`config.mk`:
```
export PLATFORM = sky130hd
export DESIGN_NAME = i2c_cmd_reg_slave
export DESIGN_NICKNAME = d
export VERILOG_FILES = /design/src/rtl/i2c_cr_pkg.sv /design/src/rtl/i2c_cr_sync.sv /design/src/rtl/i2c_cr_regfile.sv /design/src/rtl/i2c_cmd_reg_slave.sv
export SDC_FILE = /design/constraint.sdc
export NUM_CORES = 1
export LEC_CHECK = 0
export BUFFER_PORTS_ARGS = -buffer_cell sky130_fd_sc_hd__buf_2
export CORE_MARGIN = 2
export CORE_UTILIZATION = 67
export DETAILED_ROUTE_END_ITERATION = 6
export PLACE_DENSITY = 0.85
export SYNTH_ARGS = -nofsm -noshare
export SYNTH_HDL_FRONTEND = slang
export SYNTH_SLANG_ARGS = --single-unit
```
`constraint.sdc`:
```
create_clock -name clk -period 4.99 [get_ports clk]
set_clock_uncertainty 0.15 [all_clocks]
set_input_delay 0.998 -clock clk [delete_from_list [all_inputs] [get_ports clk]]
set_output_delay 0.998 -clock clk [all_outputs]
set_load 0.005 [all_outputs]
```
`src/rtl/i2c_cr_pkg.sv`:
```
package i2c_cr_pkg;

  typedef enum logic [2:0] {
    ST_IDLE,
    ST_ADDR,
    ST_AACK,
    ST_WR,
    ST_WACK,
    ST_RD,
    ST_RACK
  } i2c_st_t;

  localparam logic [6:0] SA_LOW   = 7'h29;
  localparam logic [6:0] SA_FLOAT = 7'h39;
  localparam logic [6:0] SA_HIGH  = 7'h49;

  localparam int PTR_W  = 4;
  localparam int DATA_W = 8;

endpackage

```
`src/rtl/i2c_cr_sync.sv`:
```
module i2c_cr_sync #(
  parameter int STAGES = 2
) (
  input  logic clk,
  input  logic rst_n,
  input  logic din,
  output logic q,
  output logic rise,
  output logic fall
);

  logic [STAGES-1:0] chain;
  logic              prev;

  always_ff @(posedge clk or negedge rst_n) begin
    if (!rst_n) begin
      chain <= '1;
      prev  <= 1'b1;
    end else begin
      chain <= {chain[STAGES-2:0], din};
      prev  <= chain[STAGES-1];
    end
  end

  assign q    = chain[STAGES-1];
  assign rise = q & ~prev;
  assign fall = ~q & prev;

endmodule

```
`src/rtl/i2c_cr_regfile.sv`:
```
module i2c_cr_regfile #(
  parameter int NREGS = 16,
  parameter int AW    = 4,
  parameter int DW    = 8
) (
  input  logic          clk,
  input  logic          rst_n,
  input  logic          we,
  input  logic [AW-1:0] waddr,
  input  logic [DW-1:0] wdata,
  input  logic [AW-1:0] raddr,
  output logic [DW-1:0] rdata
);

  logic [DW-1:0] mem [NREGS];

  for (genvar g = 0; g < NREGS; g++) begin : g_entry
    always_ff @(posedge clk or negedge rst_n) begin
      if (!rst_n)                        mem[g] <= '0;
      else if (we && waddr == AW'(g))    mem[g] <= wdata;
    end
  end

  always_comb begin
    rdata = '0;
    for (int i = 0; i < NREGS; i++)
      if (raddr == AW'(i)) rdata = mem[i];
  end

endmodule

```
`src/rtl/i2c_cmd_reg_slave.sv`:
```
module i2c_cmd_reg_slave
  import i2c_cr_pkg::*;
#(
  parameter int NREGS       = 16,
  parameter int SYNC_STAGES = 2
) (
  input  logic        clk,
  input  logic        rst_n,
  input  logic        scl_i,
  input  logic        sda_i,
  output logic        sda_oe,
  input  logic [1:0]  addr_sel,
  output logic        wr_valid,
  output logic [3:0]  wr_addr,
  output logic [7:0]  wr_data
);

  localparam int CNT_W = $clog2(DATA_W + 1);

  logic scl_s, scl_r, scl_f;
  logic sda_s, sda_r, sda_f;

  i2c_cr_sync #(.STAGES(SYNC_STAGES)) u_scl (
    .clk(clk), .rst_n(rst_n), .din(scl_i), .q(scl_s), .rise(scl_r), .fall(scl_f));
  i2c_cr_sync #(.STAGES(SYNC_STAGES)) u_sda (
    .clk(clk), .rst_n(rst_n), .din(sda_i), .q(sda_s), .rise(sda_r), .fall(sda_f));

  logic start_evt, stop_evt;
  assign start_evt = scl_s & sda_f;
  assign stop_evt  = scl_s & sda_r;

  // address decode from the three-level select code
  logic       sa_ok;
  logic [6:0] sa_val;
  always_comb begin
    sa_ok  = 1'b1;
    sa_val = SA_LOW;
    unique case (addr_sel)
      2'b00:   sa_val = SA_LOW;
      2'b01:   sa_val = SA_FLOAT;
      2'b10:   sa_val = SA_HIGH;
      default: sa_ok  = 1'b0;
    endcase
  end

  i2c_st_t           st;
  logic [CNT_W-1:0]  bit_cnt;
  logic [DATA_W-1:0] sh;
  logic [DATA_W-1:0] tx;
  logic [PTR_W-1:0]  ptr;
  logic              rnw;
  logic              m_ack;
  logic [DATA_W-1:0] rf_rdata;

  logic byte_end, data_store;
  assign byte_end   = scl_f && (bit_cnt == CNT_W'(DATA_W)) && !start_evt && !stop_evt;
  assign data_store = byte_end && (st == ST_WR) && !sh[DATA_W-1];

  i2c_cr_regfile #(.NREGS(NREGS), .AW(PTR_W), .DW(DATA_W)) u_rf (
    .clk(clk), .rst_n(rst_n), .we(data_store), .waddr(ptr), .wdata(sh),
    .raddr(ptr), .rdata(rf_rdata));

  always_ff @(posedge clk or negedge rst_n) begin
    if (!rst_n) begin
      st       <= ST_IDLE;
      bit_cnt  <= '0;
      sh       <= '0;
      tx       <= '0;
      ptr      <= '0;
      rnw      <= 1'b0;
      m_ack    <= 1'b0;
      sda_oe   <= 1'b0;
      wr_valid <= 1'b0;
      wr_addr  <= '0;
      wr_data  <= '0;
    end else begin
      wr_valid <= 1'b0;
      if (start_evt) begin
        st      <= ST_ADDR;
        bit_cnt <= '0;
        sda_oe  <= 1'b0;
      end else if (stop_evt) begin
        st     <= ST_IDLE;
        sda_oe <= 1'b0;
      end else begin
        unique case (st)
          ST_ADDR, ST_WR: begin
            if (scl_r) begin
              sh      <= {sh[DATA_W-2:0], sda_s};
              bit_cnt <= bit_cnt + 1'b1;
            end else if (byte_end) begin
              if (st == ST_ADDR) begin
                if (sa_ok && sh[7:1] == sa_val) begin
                  sda_oe <= 1'b1;
                  rnw    <= sh[0];
                  st     <= ST_AACK;
                end else begin
                  st <= ST_IDLE;
                end
              end else begin
                sda_oe <= 1'b1;
                st     <= ST_WACK;
                if (sh[DATA_W-1]) begin
                  ptr <= sh[PTR_W-1:0];
                end else begin
                  wr_valid <= 1'b1;
                  wr_addr  <= ptr;
                  wr_data  <= sh;
                end
              end
            end
          end
          ST_AACK: if (scl_f) begin
            bit_cnt <= '0;
            if (rnw) begin
              tx     <= rf_rdata;
              sda_oe <= ~rf_rdata[DATA_W-1];
              st     <= ST_RD;
            end else begin
              sda_oe <= 1'b0;
              st     <= ST_WR;
            end
          end
          ST_WACK: if (scl_f) begin
            sda_oe  <= 1'b0;
            bit_cnt <= '0;
            st      <= ST_WR;
          end
          ST_RD: begin
            if (scl_r) begin
              bit_cnt <= bit_cnt + 1'b1;
            end else if (scl_f) begin
              if (bit_cnt == CNT_W'(DATA_W)) begin
                sda_oe <= 1'b0;
                st     <= ST_RACK;
              end else begin
                sda_oe <= ~tx[DATA_W-2];
                tx     <= {tx[DATA_W-2:0], 1'b0};
              end
            end
          end
          ST_RACK: begin
            if (scl_r) begin
              m_ack <= ~sda_s;
            end else if (scl_f) begin
              if (m_ack) begin
                tx      <= rf_rdata;
                sda_oe  <= ~rf_rdata[DATA_W-1];
                bit_cnt <= '0;
                st      <= ST_RD;
              end else begin
                st <= ST_IDLE;
              end
            end
          end
          default: st <= ST_IDLE;
        endcase
      end
    end
  end

endmodule

```
==> impl_metrics.py, run 1 <==
metrics = {
    "finish": {
        "diodes": 0,
        "most_common_cell_after_layout_fill_and_taps_aside": "dfrtp_1",
        "synth_to_layout_area_growth_pct": 9.01,
        "post_route_cells_drive_above_1_share_pct": 30.3,
        "fin_nets": 730,
        "final_cell_mix": "dfrtp_1, mux2_2, nand2_1",
    },
    "routing": {
        "dr_total_vias": 6023,
        "number_of_nets_with_antenna_violations_after_detailed_routing": 0,
        "viasPerCell": 6.64,
        "initialDrtViolationCount": 651,
        "drc": 0,
        "drt-pass1-iter-count": 6,
        "routed_wire_length_per_instance_um": 22.3,
        "drt_wl_total_um": 20200,
    },
    "logic_synthesis": {
        "synth-async-reset-ratio_pct": 100,
        "sequential_share_of_the_synthesized_area_pct": 51.6,
        "postSynthRegisterBits": 175,
        "synth.cell_area_um2": 8500,
        "post_synth_num_cell_types": 64,
        "ys_dominant_reg_cell": "dfrtp_1",
        "ys.warnings.count": 0,
        "postSynthCellCount": 724,
        "postSynthAreaPerCell_um2": 11.7,
        "syn-num-nets": 732,
        "synth_enable_flop_cells": 0,
    },
    "sta": {
        "max_slew.worst_pin.slew_ns": 0.925,
        "timing.final.hold_violations": 0,
        "minimum_clock_period_ns": 3.20,
        "worst_slack_ns": 1.79,
        "finalMaxSlewViolations": 0,
        "grt_setup_unrepaired": "no",
        "final_setup_fails": 0,
        "setup_tns_ns": 0,
        "maxClockFrequency_mhz": 312,
        "timing.final.crit_share_pct": 64.2,
        "timing.max_slew.rel_slack_pct": 38.4,
    },
    "hold_path": {
        "worst_hold_startpoint": "u_sda.chain[0]",
        "holdPathEnd": "u_sda.chain[1]",
        "whs_path_depth": 0,
        "worstHoldPathType": "register to register",
    },
    "critical_path": {
        "critical_path.startpoint_type": "register",
        "worst_r2r_endpoint": "sda_oe",
        "timing.reg2reg.setup_slack_ns": 1.79,
        "worstPathMaxFanout": 42,
        "rr_worst_depth": 7,
        "timing.critical_path.to_type": "register",
        "critPathArrivalTime_ns": 3.40,
        "critical_path.reg2reg.startpoint": "ptr[0]",
        "required_ns": 5.18,
        "cp-startpoint": "ptr[0]",
        "criticalPathCategory": "register to register",
    },
    "cts": {
        "clock_tree.htree_level_count": 4,
        "post_cts_resized": 0,
        "cts_made_buffers": 17,
        "clock_tree.root_cell": "clkbuf_16",
        "tritoncts": "yes",
        "cts-hold-fix-buffers": 0,
        "cts_max_path_buffers": 2,
        "clock_insertion_delay_worst_skew_ns": 0.43,
        "cts.repair_timing.setup_buffer_count": 0,
        "numClockSinks": 175,
        "worst_setup_hold_path_clk_slew_ns": 0.07,
    },
    "floorplanning": {
        "die-width_um": 117,
        "start_util_pct": 67.9,
        "fp-row-count": 41,
        "floorplan.die.height_um": 117,
        "design.die.area_um2": 13600,
        "design.core.area_um2": 12500,
        "io_pins": 20,
    },
    "placement": {
        "pre_cts_ws_ns": 1.85,
        "routabilityCongestion": 0.975,
        "dp.final_hpwl_um": 12800,
        "port_buffers": 18,
    },
    "grt": {
        "grt_antenna_before_repair": 0,
        "grt_first_pass_wirelength_um": 32100,
        "pin_count_of_the_biggest_net_entering_global_routing": 94,
        "grt_usage_pct": 31.9,
        "number_of_global_route_vias_before_repair": 5996,
        "gr_ovfl_total": 0,
    },
    "run_status": {
        "outcome": "finished clean",
    },
    "power_and_ir_drop": {
        "power.ir.vdd_worst_mv": 0.287,
        "p_leak_uw": 0.00425,
        "power_density_nw_per_um2": 334,
    },
    "run": {
        "max-cap-violations": 0,
    },
}
registers in the layout, indices dropped and copies added, names as in the netlist:
name and cells:
u_scl.chain 2, sh 8, bit_cnt 4, u_scl.prev 1
tx 7, u_sda.chain 2, m_ack 1, u_rf.mem 128
wr_data 7, ptr 4, sda_oe 1, wr_addr 4
st 3, rnw 1, wr_valid 1, u_sda.prev 1
area by class of cell:
cell class	count	area (um^2)
clock buffers	21	470
clock inverters	11	129
fillers	815	3250
inverters	14	55.1
multi-input cells	489	3850
flip-flops and latches	175	4390
well taps	172	215
repair buffers	25	161
per-stage QoR:
| stage | instance area (um^2) | hold slack (ns) | power, uW | cells | util, % |
|---|---|---|---|---|---|
| final | 9270 | 0.203 | 3090 | 907 | 74.0 |
| after global routing | 9270 | 0.204 | 3180 | 907 | 74.0 |
| after CTS | 9270 | 0.204 | 3090 | 907 | 74.0 |
| after detailed placement | 8670 | 0.197 | 1770 | 875 | 69.3 |
| after global placement | 8670 | 0.195 | 1760 | 875 | 69.3 |
| after floorplan | 8500 | 0.195 | 1650 | 724 | - |
Yosys cell counts (4+ instances only):
| cell type | number | share of area (%) |
|---|---|---|
| dfrtp_1 | 169 | 50 |
| dfstp_2 | 6 | 1.9 |
| clkbuf_1 | 25 | 1.1 |
| a211oi_1 | 7 | 0.62 |
| a31oi_1 | 7 | 0.52 |
| a21oi_1 | 38 | 2.2 |
| mux2i_1 | 28 | 3.3 |
| buf_2 | 16 | 0.94 |
| o32ai_1 | 4 | 0.41 |
| inv_1 | 10 | 0.44 |
| nor2_4 | 8 | 1.1 |
| or3_1 | 4 | 0.29 |
| nor3_1 | 4 | 0.24 |
| nand2b_1 | 7 | 0.52 |
| o31ai_1 | 5 | 0.44 |
| o21bai_1 | 4 | 0.35 |
| mux2_2 | 131 | 17 |
| nor2_1 | 41 | 1.8 |
| a221oi_1 | 5 | 0.52 |
| mux4_2 | 5 | 1.3 |
| o21ai_0 | 28 | 1.6 |
| o22ai_1 | 10 | 0.74 |
| nand2_1 | 56 | 2.5 |
| nor2b_1 | 26 | 1.9 |
| nor4_4 | 4 | 1.0 |
| nand3b_1 | 4 | 0.35 |
| nand3_1 | 10 | 0.59 |
routing by layer:
| metal | vias to the layer above | wire length, um | track usage (%) |
|---|---|---|---|
| met2 | 304 | 9950 | 51.3 |
| met3 | 61 | 1490 | 7.21 |
| met4 | 0 | 639 | 13.5 |
| li1 | 2601 | - | - |
| met5 | - | 0 | 0 |
| met1 | 3057 | 8130 | 42.4 |
where the power goes:
group	switching, uW	internal, uW	leakage [uW]	total (uW)
Combinational	59.6	50.9	0.00156	111
Clock	559	780	0.000278	1340
Sequential	196	1450	0.00241	1640
cells by family after synthesis:
group / count (synthesis) / share of synthesized area (%)
AO/OA/AOI/OAI: 132 / 9.93
XOR/XNOR: 2 / 0.206
adder cells (fa/ha/maj): 2 / 0.294
buffers and inverters: 60 / 3.13
flip-flops: 175 / 51.6
multiplexers: 166 / 22.2
other: 1 / 0.0441
AND/OR/NAND/NOR: 186 / 12.6
how the worst max path moves through the flow:
stage,endpoint,cells past startpoint,slack [ns]
detailed placement,sda_oe,7,1.85
CTS,sda_oe,7,1.83
global route,sda_oe,7,1.67
global placement,sda_oe,7,1.89
floorplan,u_rf.mem[17],8,2.63
finish,sda_oe,7,1.79
critical path, cell delays in order, from the launching register on:
cell and delay, ns:
dfrtp_2 0.69, buf_4 0.57, nor2b_1 0.54, a21oi_1 0.17, o211a_1 0.28, o22ai_1 0.33
a31oi_1 0.15, a211oi_1 0.19
Note: power is estimated with default switching activity, not from simulation.
==> run 2: changes to the inputs <==
- CORE_UTILIZATION: 67 -> 57
- PLACE_DENSITY: 0.85 -> 0.77
- clock period: 4.99 -> 2.9 ns (I/O delays scaled with it)
==> impl_metrics.py, run 2 (synthesized netlist as in run 1, its figures left out) <==
metrics = {
    "run_status": {
        "outcome": "finished clean",
    },
    "sta": {
        "max_slew.worst_pin.slew_ns": 1.01,
        "maxClockFrequency_mhz": 366,
        "timing.final.hold_violations": 0,
        "timing.max_slew.rel_slack_pct": 32.4,
        "minimum_clock_period_ns": 2.73,
        "timing.final.crit_share_pct": 94.3,
        "final_setup_fails": 0,
        "setup_tns_ns": 0,
        "finalMaxSlewViolations": 0,
        "grt_setup_unrepaired": "no",
    },
    "routing": {
        "dr_total_vias": 5995,
        "routed_wire_length_per_instance_um": 22.1,
        "number_of_nets_with_antenna_violations_after_detailed_routing": 0,
        "drt-pass1-iter-count": 5,
        "drc": 0,
        "drt_wl_total_um": 20800,
        "viasPerCell": 6.37,
        "initialDrtViolationCount": 547,
    },
    "critical_path": {
        "timing.reg2reg.setup_slack_ns": 0.17,
        "rr_worst_depth": 8,
        "critPathArrivalTime_ns": 2.89,
        "critical_path.reg2reg.startpoint": "bit_cnt[0]",
        "cp-startpoint": "bit_cnt[0]",
        "criticalPathCategory": "register to register",
        "timing.critical_path.to_type": "register",
        "required_ns": 3.06,
        "worstPathMaxFanout": 23,
        "worst_r2r_endpoint": "u_rf.mem[117]",
        "critical_path.startpoint_type": "register",
        "cp-endpoint": "u_rf.mem[117]",
    },
    "cts": {
        "clock_tree.root_cell": "clkbuf_16",
        "clock_tree.htree_level_count": 4,
        "cts_max_path_buffers": 2,
        "post_cts_resized": 0,
        "tritoncts": "yes",
        "cts-hold-fix-buffers": 1,
        "cts.repair_timing.setup_buffer_count": 0,
        "cts_made_buffers": 17,
        "worst_setup_hold_path_clk_slew_ns": 0.07,
        "clock_insertion_delay_worst_skew_ns": 0.43,
        "numClockSinks": 175,
    },
    "placement": {
        "dp.final_hpwl_um": 13900,
        "routabilityCongestion": 0.915,
        "dpl_cell_area_um2": 8890,
        "port_buffers": 18,
    },
    "finish": {
        "largest_register_ffs": 128,
        "layout_top_registers": "u_rf.mem (128), sh (8)",
        "most_common_cell_after_layout_fill_and_taps_aside": "dfrtp_1",
        "fillers": 1116,
        "post_route_cells_drive_above_1_share_pct": 32.1,
        "diodes": 0,
        "final_area_um2": 9500,
        "top_register_by_number_of_flip_flops": "u_rf.mem",
        "final_cell_mix": "dfrtp_1, mux2_2, nand2_1",
        "fin_nets": 752,
        "synth_to_layout_area_growth_pct": 11.7,
    },
    "grt": {
        "pin_count_of_the_biggest_net_entering_global_routing": 67,
        "grt_first_pass_wirelength_um": 33900,
        "number_of_global_route_vias_before_repair": 6173,
        "grt_usage_pct": 27.6,
        "gr_ovfl_total": 0,
        "grt_antenna_before_repair": 0,
    },
    "floorplanning": {
        "io_pins": 20,
        "floorplan.die.height_um": 126,
        "start_util_pct": 58.5,
        "fp-row-count": 44,
        "design.core.area_um2": 14500,
        "design.die.area_um2": 15900,
        "die-width_um": 126,
    },
    "hold_path": {
        "worstHoldPathType": "input pin to register",
    },
    "run": {
        "max-cap-violations": 0,
    },
    "power_and_ir_drop": {
        "p_leak_uw": 0.00439,
        "power_density_nw_per_um2": 569,
        "power.ir.vdd_worst_mv": 0.725,
    },
}
==> run 2: cell count changes in the layout (fill, tap and decap cells not counted), moves of 2 or more <==
cell / previous run / this run
buf_4: 6 / 23
buf_12: 1 / 5
clkinvlp_4: 5 / 1
inv_6: 2 / 4
==> run 2: power by group <==
part / switching, uW / internal, uW
Sequential: 123 / 2490
Clock: 959 / 1350
Combinational: 345 / 133
Total: 1430 / 3980
==> run 2: layout make-up <==
cell class                 instances  area (um^2)  area share, %
clock inverter                    10          125           1.32
clock buffer                      22          474           4.99
timing repair buffer              47          379           3.99
sequential                       175         4390           46.2
inverter                          14         55.1          0.579
tap                              184          230           2.42
multi-input combinational        489         3850           40.5
==> run 2: worst max-delay path, stage by stage (launching register included) <==
cell and delay [ns]:
dfrtp_1 0.42, inv_1 0.11, ha_1 0.16, and3b_1 0.22
and3_2 0.25, nand3b_4 0.09, buf_4 0.28, nor4_4 0.51
mux2_2 0.42
==> run 2: how the worst min path moves through the flow <==
stage / from / to / slack [ns] / depth (start not counted)
after floorplan: rst_n / bit_cnt[0] / 0.13 / 0
after global placement: u_sda.chain[0] / u_sda.chain[1] / 0.20 / 0
after detailed placement: u_scl.chain[0] / u_scl.chain[1] / 0.20 / 0
after CTS: scl_i / u_scl.chain[0] / 0.08 / 1
after global routing: sda_i / u_sda.chain[0] / 0.09 / 1
final: scl_i / u_scl.chain[0] / 0.1 / 1
==> run 2: per-layer routing <==
metal  global-route usage, %  share of wire [%]  wire [um]
met1                    37.7                 43       8850
met2                    42.8                 47       9820
met3                    6.63                6.2       1300
met4                    11.6                3.9        818
met5                       0                  0          0
==> run 2: stage by stage <==
stage          utilization (%)  worst slack, ns  hold WS, ns  power (uW)  instances
4_1_cts                   65.4            0.165       0.0849        5420        941
2_1_floorplan                -            0.539        0.134        2840        724
3_3_place_gp              61.2            0.297        0.196        3100        908
6_report                  65.4            0.165       0.0987        5410        941
3_5_place_dp              61.2            0.192        0.197        3120        908
5_1_grt                   65.4           0.0280       0.0851        5570        941
